`src/rtl/audio_rx_pkg.sv`:
```
package audio_rx_pkg;
  localparam int NREG = 8;
  localparam int IDXW = $clog2(NREG);

  typedef enum logic [2:0] {ST_IDLE, ST_ADDR, ST_SUB, ST_DATA, ST_SKIP} rx_st_e;

  localparam logic [IDXW-1:0] RG_SPK_VL = 3'd0;
  localparam logic [IDXW-1:0] RG_SPK_VR = 3'd1;
  localparam logic [IDXW-1:0] RG_BASS   = 3'd2;
  localparam logic [IDXW-1:0] RG_TREB   = 3'd3;
  localparam logic [IDXW-1:0] RG_SPK_SW = 3'd4;
  localparam logic [IDXW-1:0] RG_HP_VL  = 3'd5;
  localparam logic [IDXW-1:0] RG_HP_VR  = 3'd6;
  localparam logic [IDXW-1:0] RG_HP_SW  = 3'd7;

  typedef struct packed {
    logic            valid;
    logic [IDXW-1:0] idx;
  } sub_hit_t;

  function automatic sub_hit_t sub_lookup(input logic [7:0] code);
    sub_hit_t h;
    h.valid = 1'b1;
    case (code)
      8'd0:    h.idx = RG_SPK_VL;
      8'd1:    h.idx = RG_SPK_VR;
      8'd2:    h.idx = RG_BASS;
      8'd3:    h.idx = RG_TREB;
      8'd8:    h.idx = RG_SPK_SW;
      8'd4:    h.idx = RG_HP_VL;
      8'd5:    h.idx = RG_HP_VR;
      8'd12:   h.idx = RG_HP_SW;
      default: begin h.valid = 1'b0; h.idx = '0; end
    endcase
    return h;
  endfunction
endpackage

```
`src/rtl/bus_sync.sv`:
```
module bus_sync #(
  parameter int STAGES = 2
) (
  input  logic clk_i,
  input  logic rst_ni,
  input  logic scl_i,
  input  logic sda_i,
  output logic scl_o,
  output logic sda_o,
  output logic scl_rise_o,
  output logic scl_fall_o,
  output logic start_o,
  output logic stop_o
);
  logic [STAGES-1:0] scl_ff, sda_ff;
  logic scl_p, sda_p;

  always_ff @(posedge clk_i or negedge rst_ni) begin
    if (!rst_ni) begin
      scl_ff <= '1;
      sda_ff <= '1;
      scl_p  <= 1'b1;
      sda_p  <= 1'b1;
    end else begin
      scl_ff <= {scl_ff[STAGES-2:0], scl_i};
      sda_ff <= {sda_ff[STAGES-2:0], sda_i};
      scl_p  <= scl_ff[STAGES-1];
      sda_p  <= sda_ff[STAGES-1];
    end
  end

  assign scl_o      = scl_ff[STAGES-1];
  assign sda_o      = sda_ff[STAGES-1];
  assign scl_rise_o = scl_o & ~scl_p;
  assign scl_fall_o = ~scl_o & scl_p;
  assign start_o    = scl_o & scl_p & sda_p & ~sda_o;
  assign stop_o     = scl_o & scl_p & ~sda_p & sda_o;
endmodule

```
`src/rtl/rx_fsm.sv`:
```
module rx_fsm
  import audio_rx_pkg::*;
(
  input  logic            clk_i,
  input  logic            rst_ni,
  input  logic [6:0]      dev_addr_i,
  input  logic            sda_s_i,
  input  logic            scl_rise_i,
  input  logic            scl_fall_i,
  input  logic            start_i,
  input  logic            stop_i,
  output logic            sda_oe_o,
  output logic [NREG-1:0] wr_en_o,
  output logic [7:0]      wr_data_o
);
  rx_st_e          state, nxt;
  logic [3:0]      cnt;
  logic [7:0]      shreg;
  logic            ack_ph;
  logic [IDXW-1:0] sub_idx;
  sub_hit_t        hit;
  logic            byte_done;

  assign hit       = sub_lookup(shreg);
  assign byte_done = scl_fall_i && (cnt == 4'd8) && !ack_ph && !start_i && !stop_i;

  always_ff @(posedge clk_i or negedge rst_ni) begin
    if (!rst_ni) begin
      state    <= ST_IDLE;
      nxt      <= ST_IDLE;
      cnt      <= '0;
      shreg    <= '0;
      ack_ph   <= 1'b0;
      sub_idx  <= '0;
      sda_oe_o <= 1'b0;
    end else if (start_i) begin
      state    <= ST_ADDR;
      cnt      <= '0;
      ack_ph   <= 1'b0;
      sda_oe_o <= 1'b0;
    end else if (stop_i) begin
      state    <= ST_IDLE;
      cnt      <= '0;
      ack_ph   <= 1'b0;
      sda_oe_o <= 1'b0;
    end else if (state == ST_ADDR || state == ST_SUB || state == ST_DATA) begin
      if (scl_rise_i && !ack_ph && cnt < 4'd8) begin
        shreg <= {shreg[6:0], sda_s_i};
        cnt   <= cnt + 4'd1;
      end else if (scl_fall_i && ack_ph) begin
        sda_oe_o <= 1'b0;
        ack_ph   <= 1'b0;
        cnt      <= '0;
        state    <= nxt;
      end else if (byte_done) begin
        unique case (state)
          ST_ADDR: begin
            if (shreg == {dev_addr_i, 1'b0}) begin
              sda_oe_o <= 1'b1;
              ack_ph   <= 1'b1;
              nxt      <= ST_SUB;
            end else begin
              state <= ST_SKIP;
            end
          end
          ST_SUB: begin
            if (hit.valid) begin
              sub_idx  <= hit.idx;
              sda_oe_o <= 1'b1;
              ack_ph   <= 1'b1;
              nxt      <= ST_DATA;
            end else begin
              state <= ST_SKIP;
            end
          end
          default: begin
            sda_oe_o <= 1'b1;
            ack_ph   <= 1'b1;
            nxt      <= ST_SKIP;
          end
        endcase
      end
    end
  end

  always_comb begin
    wr_en_o = '0;
    if (byte_done && state == ST_DATA) wr_en_o[sub_idx] = 1'b1;
  end
  assign wr_data_o = shreg;
endmodule

```
`src/rtl/ctrl_regs.sv`:
```
module ctrl_regs
  import audio_rx_pkg::*;
(
  input  logic                 clk_i,
  input  logic                 rst_ni,
  input  logic [NREG-1:0]      wr_en_i,
  input  logic [7:0]           wr_data_i,
  output logic [NREG-1:0][7:0] regs_o
);
  for (genvar g = 0; g < NREG; g++) begin : g_reg
    localparam logic [7:0] RST = (g == int'(RG_SPK_SW)) ? 8'h10 : 8'h00;
    always_ff @(posedge clk_i or negedge rst_ni) begin
      if (!rst_ni)         regs_o[g] <= RST;
      else if (wr_en_i[g]) regs_o[g] <= wr_data_i;
    end
  end
endmodule

```
`src/rtl/step_map.sv`:
```
module step_map #(
  parameter int W  = 6,
  parameter int LO = 24,
  parameter int HI = 63
) (
  input  logic [W-1:0] code_i,
  output logic [W-1:0] idx_o
);
  localparam logic [W-1:0] LO_V = W'(LO);
  localparam logic [W-1:0] HI_V = W'(HI);
  always_comb begin
    if (code_i < LO_V)      idx_o = '0;
    else if (code_i > HI_V) idx_o = HI_V - LO_V;
    else                    idx_o = code_i - LO_V;
  end
endmodule

```
`src/rtl/audio_ctrl_rx.sv`:
```
module audio_ctrl_rx
  import audio_rx_pkg::*;
#(
  parameter logic [5:0] ADDR_HI     = 6'b100000,
  parameter int         SYNC_STAGES = 2,
  parameter int         SPK_FLOOR   = 24,
  parameter int         HP_FLOOR    = 32
) (
  input  logic       clk_i,
  input  logic       rst_ni,
  input  logic       scl_i,
  input  logic       sda_i,
  output logic       sda_oe_o,
  input  logic       addr_sel_i,
  output logic [5:0] spk_vol_l_o,
  output logic [5:0] spk_vol_r_o,
  output logic [5:0] hp_vol_l_o,
  output logic [5:0] hp_vol_r_o,
  output logic [3:0] bass_o,
  output logic [3:0] treble_o,
  output logic [1:0] spk_mode_o,
  output logic [1:0] hp_mode_o,
  output logic       in_sel_o,
  output logic [1:0] fx_sel_o,
  output logic       ext_sw_o,
  output logic       mute_o
);
  localparam int NVOL = 4;

  logic scl_s, sda_s, scl_rise, scl_fall, start_det, stop_det;
  logic [NREG-1:0]      wr_en;
  logic [7:0]           wr_data;
  logic [NREG-1:0][7:0] regs;
  logic [NVOL-1:0][5:0] vol_idx;

  bus_sync #(.STAGES(SYNC_STAGES)) u_sync (
    .clk_i, .rst_ni, .scl_i, .sda_i,
    .scl_o(scl_s), .sda_o(sda_s), .scl_rise_o(scl_rise), .scl_fall_o(scl_fall),
    .start_o(start_det), .stop_o(stop_det)
  );

  rx_fsm u_fsm (
    .clk_i, .rst_ni,
    .dev_addr_i({ADDR_HI, addr_sel_i}),
    .sda_s_i(sda_s), .scl_rise_i(scl_rise), .scl_fall_i(scl_fall),
    .start_i(start_det), .stop_i(stop_det),
    .sda_oe_o, .wr_en_o(wr_en), .wr_data_o(wr_data)
  );

  ctrl_regs u_regs (
    .clk_i, .rst_ni, .wr_en_i(wr_en), .wr_data_i(wr_data), .regs_o(regs)
  );

  // offset by one so that index 0 stays reserved for full attenuation
  for (genvar g = 0; g < NVOL; g++) begin : g_vol
    localparam logic [IDXW-1:0] RI = (g == 0) ? RG_SPK_VL : (g == 1) ? RG_SPK_VR :
                                     (g == 2) ? RG_HP_VL  : RG_HP_VR;
    localparam int FL = (g < 2) ? SPK_FLOOR : HP_FLOOR;
    logic [5:0] raw;
    step_map #(.W(6), .LO(FL - 1), .HI(63)) u_map (
      .code_i((regs[RI][5:0] < 6'(FL)) ? 6'(FL - 1) : regs[RI][5:0]),
      .idx_o (raw)
    );
    assign vol_idx[g] = raw;
  end

  step_map #(.W(4), .LO(2), .HI(11)) u_bass (.code_i(regs[RG_BASS][3:0]), .idx_o(bass_o));
  step_map #(.W(4), .LO(2), .HI(10)) u_treb (.code_i(regs[RG_TREB][3:0]), .idx_o(treble_o));

  assign spk_vol_l_o = vol_idx[0];
  assign spk_vol_r_o = vol_idx[1];
  assign hp_vol_l_o  = vol_idx[2];
  assign hp_vol_r_o  = vol_idx[3];
  assign in_sel_o    = regs[RG_SPK_SW][7];
  assign mute_o      = regs[RG_SPK_SW][4];
  assign fx_sel_o    = regs[RG_SPK_SW][3:2];
  assign spk_mode_o  = regs[RG_SPK_SW][1:0];
  assign ext_sw_o    = regs[RG_HP_SW][3];
  assign hp_mode_o   = regs[RG_HP_SW][2:1];
endmodule

```
`config.mk`:
```
export PLATFORM = sky130hd
export DESIGN_NAME = audio_ctrl_rx
export DESIGN_NICKNAME = d
export VERILOG_FILES = /design/src/rtl/audio_rx_pkg.sv /design/src/rtl/bus_sync.sv /design/src/rtl/rx_fsm.sv /design/src/rtl/ctrl_regs.sv /design/src/rtl/step_map.sv /design/src/rtl/audio_ctrl_rx.sv
export SDC_FILE = /design/constraint.sdc
export NUM_CORES = 1
export LEC_CHECK = 0
export ABC_AREA = 1
export BUFFER_PORTS_ARGS = -buffer_cell sky130_fd_sc_hd__buf_2
export CAP_MARGIN = 20
export CORE_UTILIZATION = 45
export DETAILED_ROUTE_END_ITERATION = 10
export PLACE_DENSITY = 0.6
export SYNTH_ARGS = -nofsm -noshare
export SYNTH_HDL_FRONTEND = slang
export SYNTH_HIERARCHICAL = 1
export SYNTH_SLANG_ARGS = --single-unit
```
`constraint.sdc`:
```
create_clock -name clk_i -period 2.1 [get_ports clk_i]
set_input_delay 0.105 -clock clk_i [delete_from_list [all_inputs] [get_ports clk_i]]
set_output_delay 0.105 -clock clk_i [all_outputs]
set_load 0.005 [all_outputs]
```
==> impl_metrics.tcl, run 1 <==
set metrics [dict create \
    port_buffers 46 \
    end_kind "flop" \
    drc_errors 0 \
    dp.cells 762 \
    power_density_mw_per_mm2 499.0 \
    area_delta_synth_final_pct 13.90 \
    start_kind "flop" \
    p_leak_nw 2.740 \
    cap_violations 0 \
    drive_gt1_share_pct 20.18 \
    place_ws_ns 0.07894 \
    final.period_utilization_pct 92.26 \
    core_area_mm2 0.008891 \
    slew_headroom_pct 62.16 \
    setup_viol 0 \
    clock-skew-final_ns 0.007874 \
    cp.required_ns 2.34 \
    viasPerCell 4.652 \
    setup_ws_ns 0.1626 \
    max_clock_freq_mhz 516.2 \
    dp_hpwl_um 6063 \
    worstSetupPathType "reg -> reg" \
    grt_pass1_vias 3399 \
    grt_max_degree 70 \
    clk_pin_slew_ns 0.07 \
    slew_violations 0 \
    clock_latency_ns 0.34 \
    root_buffer "clkbuf_8" \
    pin_count 47 \
    period_needed_ns 1.937 \
    first_pass_iters 4 \
    diodes 0 \
    final_cells 782 \
    rows 34 \
    die_y_um 98.76 \
    h-tree-depth 3 \
    ant_nets 0 \
    clk_path_buf_depth 2 \
    finalNetCount 682 \
    max-vdd-ir-drop_v 0.0002920 \
    power_w 0.002395 \
    drt_wl_total_um 8259 \
    finalHoldViolations 0 \
    vias 3638 \
    hp-class "in -> async" \
    cp_max_fo 7 \
    status "finished, final reports clean" \
    drt_iter0_markers 110 \
    routabilityCongestion 0.8179 \
    synth_area_mm2 0.004213 \
    fp.dieW_um 98.76 \
    finalSetupTns_ns 0 \
    syn_area_per_cell_um2 6.998 \
    cts_made_buffers 9 \
    fin_util_pct 53.97 \
    grt_pass1_wl_um 14900 \
    grt-ovfl-total 0 \
    tightest_slew_ns 0.5676 \
    cts_tree "done" \
    worstRegToRegCells 13 \
    synth-warning-count 6 \
    grt_use_total_pct 19.06 \
    syn_inst 602 \
    die-area_mm2 0.009753 \
    wl_per_cell_um 10.56 \
    clkSinkCount 69 \
    n_fill_cell 902 \
    start_util_pct 47.38 \
    cp.arrival_ns 2.17 \
    antenna_found_initial 0 \
]
-- final cells by class --
cell class | instances | area, um^2 | area share (%)
Sequential cell | 69 | 1735 | 36.17
Inverter | 95 | 356.6 | 7.432
Timing Repair Buffer | 66 | 400.4 | 8.344
Clock buffer | 11 | 131.4 | 2.738
Tap cell | 108 | 135.1 | 2.816
Multi-Input combinational cell | 428 | 2012 | 41.93
Clock inverter | 5 | 27.53 | 0.5737
-- path summary, 6_finish.rpt --
check / slack [ns] / startpoint / to
max reg2reg: 0.16 / u_sync/scl_p / u_regs/regs_o[53]
min: 0.29 / rst_ni / u_regs/regs_o[18]
min in group clk_i: 0.36 / u_sync/scl_ff[0] / u_sync/scl_ff[1]
max in group asynchronous: 1.44 / rst_ni / u_sync/scl_ff[1]
max: 0.16 / u_sync/scl_p / u_regs/regs_o[53]
min reg2reg: 0.36 / u_sync/scl_ff[0] / u_sync/scl_ff[1]
-- repair_timing --
| item | 4_1_cts | 5_1_grt |
|---|---|---|
| hold buffers | 3 | 0 |
| setup buffers | 0 | 1 |
| endpoints found under the setup margin | 0 | 41 |
| endpoints found under the hold margin | 64 | 0 |
| resized for setup | 0 | 7 |
-- placed cells by master, fill, tap and decap left out, drive strengths merged, types with 2 or more instances in the layout --
master / count
nand2: 262
inv: 95
buf: 63
dfrtp: 62
nor2: 54
nand3: 21
o21ai: 17
a21oi: 15
conb: 11
clkbuf: 11
nand4: 8
ha: 8
dfstp: 7
o21a: 6
or2: 4
clkinv: 4
xnor2: 4
o21bai: 4
a21boi: 3
dlygate4sd3: 3
nor3: 3
nand3b: 2
o22ai: 2
-- worst max-delay path: stages, from the launching register on --
cell and delay (ns):
dfstp_2 0.54, inv_1 0.05, nor2_2 0.09, nand2_1 0.06, nor2_1 0.09, nand4_1 0.16, nor4_2 0.16, buf_4 0.15
nand2_2 0.08, nor2_2 0.11, buf_4 0.15, inv_2 0.06, nand2_1 0.06, nand2_1 0.05
-- power breakdown --
| group | internal, W | switching (W) | total [W] |
|---|---|---|---|
| Clock | 0.000421 | 0.000491 | 0.000912 |
| Combinational | 0.0000402 | 0.0000778 | 0.000118 |
| Sequential | 0.00135 | 0.0000172 | 0.00136 |
| Total | 0.00181 | 0.000586 | 0.00239 |
-- registers in the layout, summed over array words and instances (netlist names) --
name             count
u_fsm/ack_ph         1
u_fsm/cnt            4
u_fsm/nxt            3
u_fsm/state          3
u_fsm/sub_idx        3
u_fsm/wr_data_o      8
u_regs/regs_o       41
u_sync/scl_ff        2
u_sync/scl_p         1
u_sync/sda_ff        2
u_sync/sda_p         1
-- layer usage --
metal  global-route usage [%]  wire, um  share of wire, %  vias to the layer above
met5                        0         0                 0                        -
met4                    5.855        80              0.97                        0
met3                    4.043       234               2.8                        6
met2                    33.67      4049                49                       45
met1                    23.28      3895                47                     1640
li1                         -         -                 -                     1947
-- through the flow --
stage,instance area [um^2],hold WS (ns)
final,4798,0.2913
after global routing,4798,0.3548
after CTS,4770,0.3145
after detailed placement,4581,0.1584
after global placement,4581,0.1554
after floorplan,4247,-0.1906
Note: power is estimated with default switching activity, not from simulation.
==> run 2: changes to the inputs <==
- ABC_AREA: 1 -> not set
==> impl_metrics.tcl, run 2 <==
set metrics [dict create \
    start_util_pct 46.75 \
    finalNetCount 478 \
    dpl_cell_area_mm2 0.004637 \
    end_kind "flop" \
    synth_area_mm2 0.004116 \
    max_clock_freq_mhz 432.3 \
    port_buffers 46 \
    finalHoldViolations 0 \
    fin_hold_ws_ns 0.3268 \
    syn_inst 374 \
    grt_use_total_pct 18.50 \
    mostFrequentLayoutCells "58 x dfrtp_1, 46 x buf_2, 45 x mux2_4" \
    status "finished with violations" \
    syn_area_per_cell_um2 11.01 \
    fp.dieW_um 97.65 \
    tightest_slew_ns 0.6613 \
    drt_wl_total_um 8155 \
    area_delta_synth_final_pct 22.83 \
    grt-ovfl-total 0 \
    drt_iter0_markers 143 \
    grt_pass1_wl_um 14100 \
    start_kind "flop" \
    finalSetupTns_ns -8.720 \
    die-area_mm2 0.009535 \
    cap_violations 0 \
    clock-skew-final_ns 0.005754 \
    drc_errors 5 \
    p_leak_nw 2.458 \
    ant_nets 0 \
    setup_ws_ns -0.2132 \
    clk_pin_slew_ns 0.07 \
    clkSinkCount 69 \
    rsz0062_at_grt "yes" \
    violations "DRC, setup timing" \
    viasPerCell 5.149 \
    cp.required_ns 2.32 \
    vias 2976 \
    core_area_mm2 0.008806 \
    clk_path_buf_depth 2 \
    period_needed_ns 2.313 \
    root_buffer "clkbuf_8" \
    slowest_stage "or4b_4" \
    first_pass_iters 7 \
    antenna_found_initial 0 \
    diodes 0 \
    final_common_cell "dfrtp_1" \
    critPathTopFamily "simple AND/OR/NAND/NOR gates" \
    power_w 0.003455 \
    power_density_mw_per_mm2 683.3 \
    pin_count 47 \
    cts_tree "done" \
    max-vdd-ir-drop_v 0.0004761 \
    top_register "u_regs/regs_o" \
    rows 34 \
    synth-warning-count 6 \
    grt_pass1_vias 2951 \
    routabilityCongestion 0.9220 \
    h-tree-depth 3 \
    crit_buf_inv 1 \
    clock_latency_ns 0.33 \
    crit_path_cell_trace "and4b_1 > or4b_4 > nor3_4 > nand2_2 > nor3_2 > buf_6 > mux2_4" \
    die_y_um 97.65 \
    hp-class "in -> async" \
    cp.depth 7 \
    cts_made_buffers 9 \
    final.period_utilization_pct 110.2 \
    wl_per_cell_um 14.11 \
    slowest_delay_ns 0.54 \
    drive_gt1_share_pct 42.98 \
    worstRegToRegCells 7 \
    cp.arrival_ns 2.53 \
    grt_max_degree 29 \
    slew_headroom_pct 55.91 \
    slew_violations 0 \
    setup_viol 51 \
    largest_reg_flops 41 \
    worstSetupPathType "reg -> reg" \
    dp_hpwl_um 5759 \
    final_area_mm2 0.005056 \
    place_ws_ns -0.2374 \
    cp_max_fo 6 \
]
-- run 2: final cells by class --
type | instances | area [um^2]
clock buffers | 12 | 145.1
clock inverters | 4 | 47.55
fillers | 754 | 3750
inverters | 14 | 52.55
multi-input cells | 278 | 2295
flip-flops and latches | 69 | 1740
well taps | 108 | 135.1
repair buffers | 93 | 640.6
-- run 2: report_power, final --
group | switching [W] | internal [W] | total, W | leakage (nW)
Clock | 0.000481 | 0.000578 | 0.00106 | 0.0964
Combinational | 0.000445 | 0.000363 | 0.000808 | 1.45
Sequential | 0.000160 | 0.00143 | 0.00159 | 0.916
-- run 2: worst paths after layout --
kind	endpoint	slack [ns]	from
min in group clk_i	u_sync/scl_ff[1]	0.35	u_sync/scl_ff[0]
hold / removal	u_fsm/cnt[1]	0.33	rst_ni
hold reg to reg	u_sync/scl_ff[1]	0.35	u_sync/scl_ff[0]
setup / recovery	u_regs/regs_o[8]	-0.21	u_sync/sda_ff[1]
setup reg to reg	u_regs/regs_o[8]	-0.21	u_sync/sda_ff[1]
max in group asynchronous	u_sync/scl_ff[0]	1.04	rst_ni
-- run 2: repair_timing --
action / in CTS / in global routing
gates resized for setup: 18 / 19
setup buffers: 7 / 5
endpoints found under the setup margin: 58 / 73
hold endpoints to repair: 26 / 0
hold buffers: 3 / 0
pin swaps: 2 / 8
-- run 2: layer usage --
metal | wire (um) | vias to the layer above | track usage [%]
met4 | 121 | 0 | 3.846
met2 | 4043 | 47 | 32.57
met5 | 0 | - | 0
met1 | 3760 | 1437 | 23.45
li1 | - | 1484 | -
met3 | 230 | 8 | 3.741
-- run 2: per-stage QoR --
stage	cells	utilization, %
floorplan	378	-
global placement	548	52.66
detailed placement	548	52.66
CTS	573	56.42
global route	578	57.42
finish	578	57.42
